File: src/rtl/xop_unit.sv
module xop_unit #(
  parameter int W = 32
) (
  input  logic [6:0]   opcode,
  input  logic [9:0]   funct,
  input  logic [W-1:0] rs_a,
  input  logic [W-1:0] rs_b,
  input  logic [W-1:0] rd_old,
  output logic [W-1:0] res
);
  localparam int SW = $clog2(W);
  localparam int LW = SW + 1;
  localparam int NB = W / 8;
  localparam logic [6:0] OP_REG = 7'h01;
  localparam logic [9:0] FN_MAC = 10'h006;
  localparam logic [9:0] FN_EXT = 10'h00D;
  localparam logic [9:0] FN_SWP = 10'h00E;
  localparam logic [9:0] FN_LZC = 10'h00F;

  logic [W-1:0] mac_r, ext_r, swp_r, lzc_r, ext_mask;
  logic [SW-1:0] ext_pos;
  logic [LW-1:0] ext_len;

  assign mac_r = W'(rd_old + rs_a * rs_b);

  assign ext_pos = rs_b[SW-1:0];
  assign ext_len = rs_b[SW +: LW];
  assign ext_mask = (ext_len >= LW'(W)) ? '1 : ((W'(1) << ext_len) - W'(1));
  assign ext_r = (rs_a >> ext_pos) & ext_mask;

  for (genvar k = 0; k < NB; k++) begin : g_swap
    assign swp_r[8*k +: 8] = rs_a[8*(NB-1-k) +: 8];
  end

  always_comb begin
    lzc_r = W'(W);
    for (int i = 0; i < W; i++)
      if (rs_a[i]) lzc_r = W'(W - 1 - i);
  end

  always_comb begin
    res = '0;
    if (opcode == OP_REG) begin
      case (funct)
        FN_MAC:  res = mac_r;
        FN_EXT:  res = ext_r;
        FN_SWP:  res = swp_r;
        FN_LZC:  res = lzc_r;
        default: res = '0;
      endcase
    end
  end
endmodule


File: config.mk
export PLATFORM = sky130hd
export DESIGN_NAME = xop_unit
export DESIGN_NICKNAME = d
export VERILOG_FILES = /design/src/rtl/xop_unit.sv
export SDC_FILE = /design/constraint.sdc
export NUM_CORES = 1
export LEC_CHECK = 0
export CELL_PAD_IN_SITES_DETAIL_PLACEMENT = 0
export CELL_PAD_IN_SITES_GLOBAL_PLACEMENT = 2
export CORE_AREA = 5 5 227 229
export DETAILED_ROUTE_END_ITERATION = 6
export DIE_AREA = 0 0 232 234
export PLACE_DENSITY = 0.95
export SLEW_MARGIN = 10
export SYNTH_ARGS = -nofsm -noshare
export SYNTH_HDL_FRONTEND = slang
export SYNTH_SLANG_ARGS = --single-unit
export TNS_END_PERCENT = 5
File: constraint.sdc
create_clock -name vclk -period 53.9
set_clock_uncertainty 0.05 [all_clocks]
set_input_delay 16.17 -clock vclk [all_inputs]
set_output_delay 16.17 -clock vclk [all_outputs]
set_load 0.005 [all_outputs]
==> impl_metrics.tcl <==
set metrics [dict create \
    status "completed" \
    path_buf_inv 9 \
    crit_fanout 21 \
    wirelength_mm 67.34 \
    cts_setup_buffers 0 \
    critPathMaxStageDelay_ns 1.17 \
    die_area_mm2 0.05429 \
    synth_most_common_cell "inv_1" \
    core_area_mm2 0.04945 \
    nets 3121 \
    gr-usage-all-layers 0.2492 \
    gp_congestion 0.9634 \
    endpoint_kind "primary output" \
    synthAdderAreaFrac 0.5195 \
    hold_path.class "in2out" \
    synthesis.nets 3101 \
    synth_top_family_by_area "adder cells" \
    fmax_mhz 24.27 \
    drv_cap 0 \
    critPathLaunchType "input port" \
    timing.setup.critical_path_class "in2out" \
    cpLargestDelayFamily "adder cells" \
    regArea_um2 0 \
    avgSynthCellArea_um2 8.202 \
    placed_area_mm2 0.02182 \
    rows 82 \
    synth_commonest_cells "inv_1 (506), fa_1 (438), and2_1 (302)" \
    drc 0 \
    cp_common_cell "fa_1" \
    dp_hpwl_mm 51.84 \
    vias 16930 \
    slowest_stage "clkdlybuf4s50_1" \
    min_period_ns 41.21 \
    period_share 0.7646 \
    ys_seq_area_frac 0 \
    fin_area_mm2 0.02183 \
    tightest_slew_ns 1.124 \
    grt_remaining_overflow 0 \
    routed_via_density 5.433 \
    design.seq.count 0 \
    syn_inst 2425 \
    synth_top_area_share 0.4408 \
    grt_max_degree 62 \
    grt_pass1_vias 18380 \
    yosysWarnings 0 \
    io_pins 145 \
    yosys.area.top_type "fa_1" \
    synth-xor-area-share 0.04095 \
    relSlewSlack 0.2485 \
    yosysUniqueCellTypes 66 \
    layout-drive-gt1-share 0.02824 \
    setup_viol 0 \
    ctsResizeCount 0 \
    initial_core_util 0.4022 \
    muxShareOfSynthArea 0.02227 \
    hold_viol 0 \
    die_y_um 234 \
    synthSimpleGateAreaFrac 0.1976 \
    fill_cells 4962 \
    fin_tns_setup_ns 0 \
    ant_nets 0 \
    multi_input_area_mm2 0.01737 \
    n_clock_buffer 0 \
    dr.pass1.iters 6 \
    postCtsHoldBufs 0 \
    area_delta_synth_final_pct 9.731 \
    netlist_area_mm2 0.01989 \
    rsz0062_at_grt "false" \
    synth_compound_area_frac 0.09228 \
    synthTopCellsByArea "fa_1 (44%), inv_1 (9.5%), and2_1 (9.5%)" \
    post_drt_wl_per_cell_um 21.61 \
    cp.arrival_ns 24.99 \
    grt_first_pass_wirelength_mm 106.0 \
    antenna_found_initial 0 \
    die_width_um 232 \
    io_buffers 145 \
    worstPathRequired_ns 37.68 \
    drtIter0Drc 1662 \
    finalMaxSlewViolations 0 \
]
[placed cells by master (no fill, tap or decap), types with 17 or more instances in the layout]
cell type / n
inv_1: 506
fa_1: 438
and2_1: 302
nand2_1: 291
clkdlybuf4s50_1: 138
ha_1: 125
nor2_1: 96
a21oi_1: 74
xnor2_1: 74
buf_4: 39
o21ai_1: 30
nor3_1: 27
xor2_1: 19
a21o_1: 17
[layer usage]
| metal | wire [µm] | global-route usage |
|---|---|---|
| met1 | 28850 | 0.3537 |
| met2 | 30990 | 0.4046 |
| met3 | 5527 | 0.04080 |
| met4 | 1973 | 0.05631 |
| met5 | 0 | 0 |
[final cells by class]
type                       instances  area share
inverter                         508     0.08737
timing repair buffer             184     0.07831
antenna                            1   0.0001147
tap                              672     0.03852
multi-input combinational       1751      0.7957
[worst paths after layout]
kind / startpoint / endpoint / cells past startpoint
worst max-delay path: rs_a[12] / res[30] / 29
worst min-delay path: opcode[0] / res[1] / 6
[cell families (layout without fill, tap and decap cells)]
logic type / after synthesis / in the layout
simple gates: 790 / 790
compound gates: 276 / 276
other cells: 0 / 1
fa+ha+maj: 563 / 563
xor+xnor: 93 / 93
buf+inv: 674 / 692
mux: 29 / 29
[through the flow]
step | utilization | worst slack [ns] | hold slack (ns) | std cells
final | 0.4414 | 12.69 | 33.46 | 3116
after global routing | 0.4413 | 12.35 | 33.51 | 3115
after CTS | 0.4413 | 12.77 | 33.46 | 3115
after detailed placement | 0.4413 | 12.83 | 33.45 | 3115
after global placement | 0.4413 | 12.90 | 33.44 | 3115
after floorplan | - | 14.07 | 32.45 | 2425
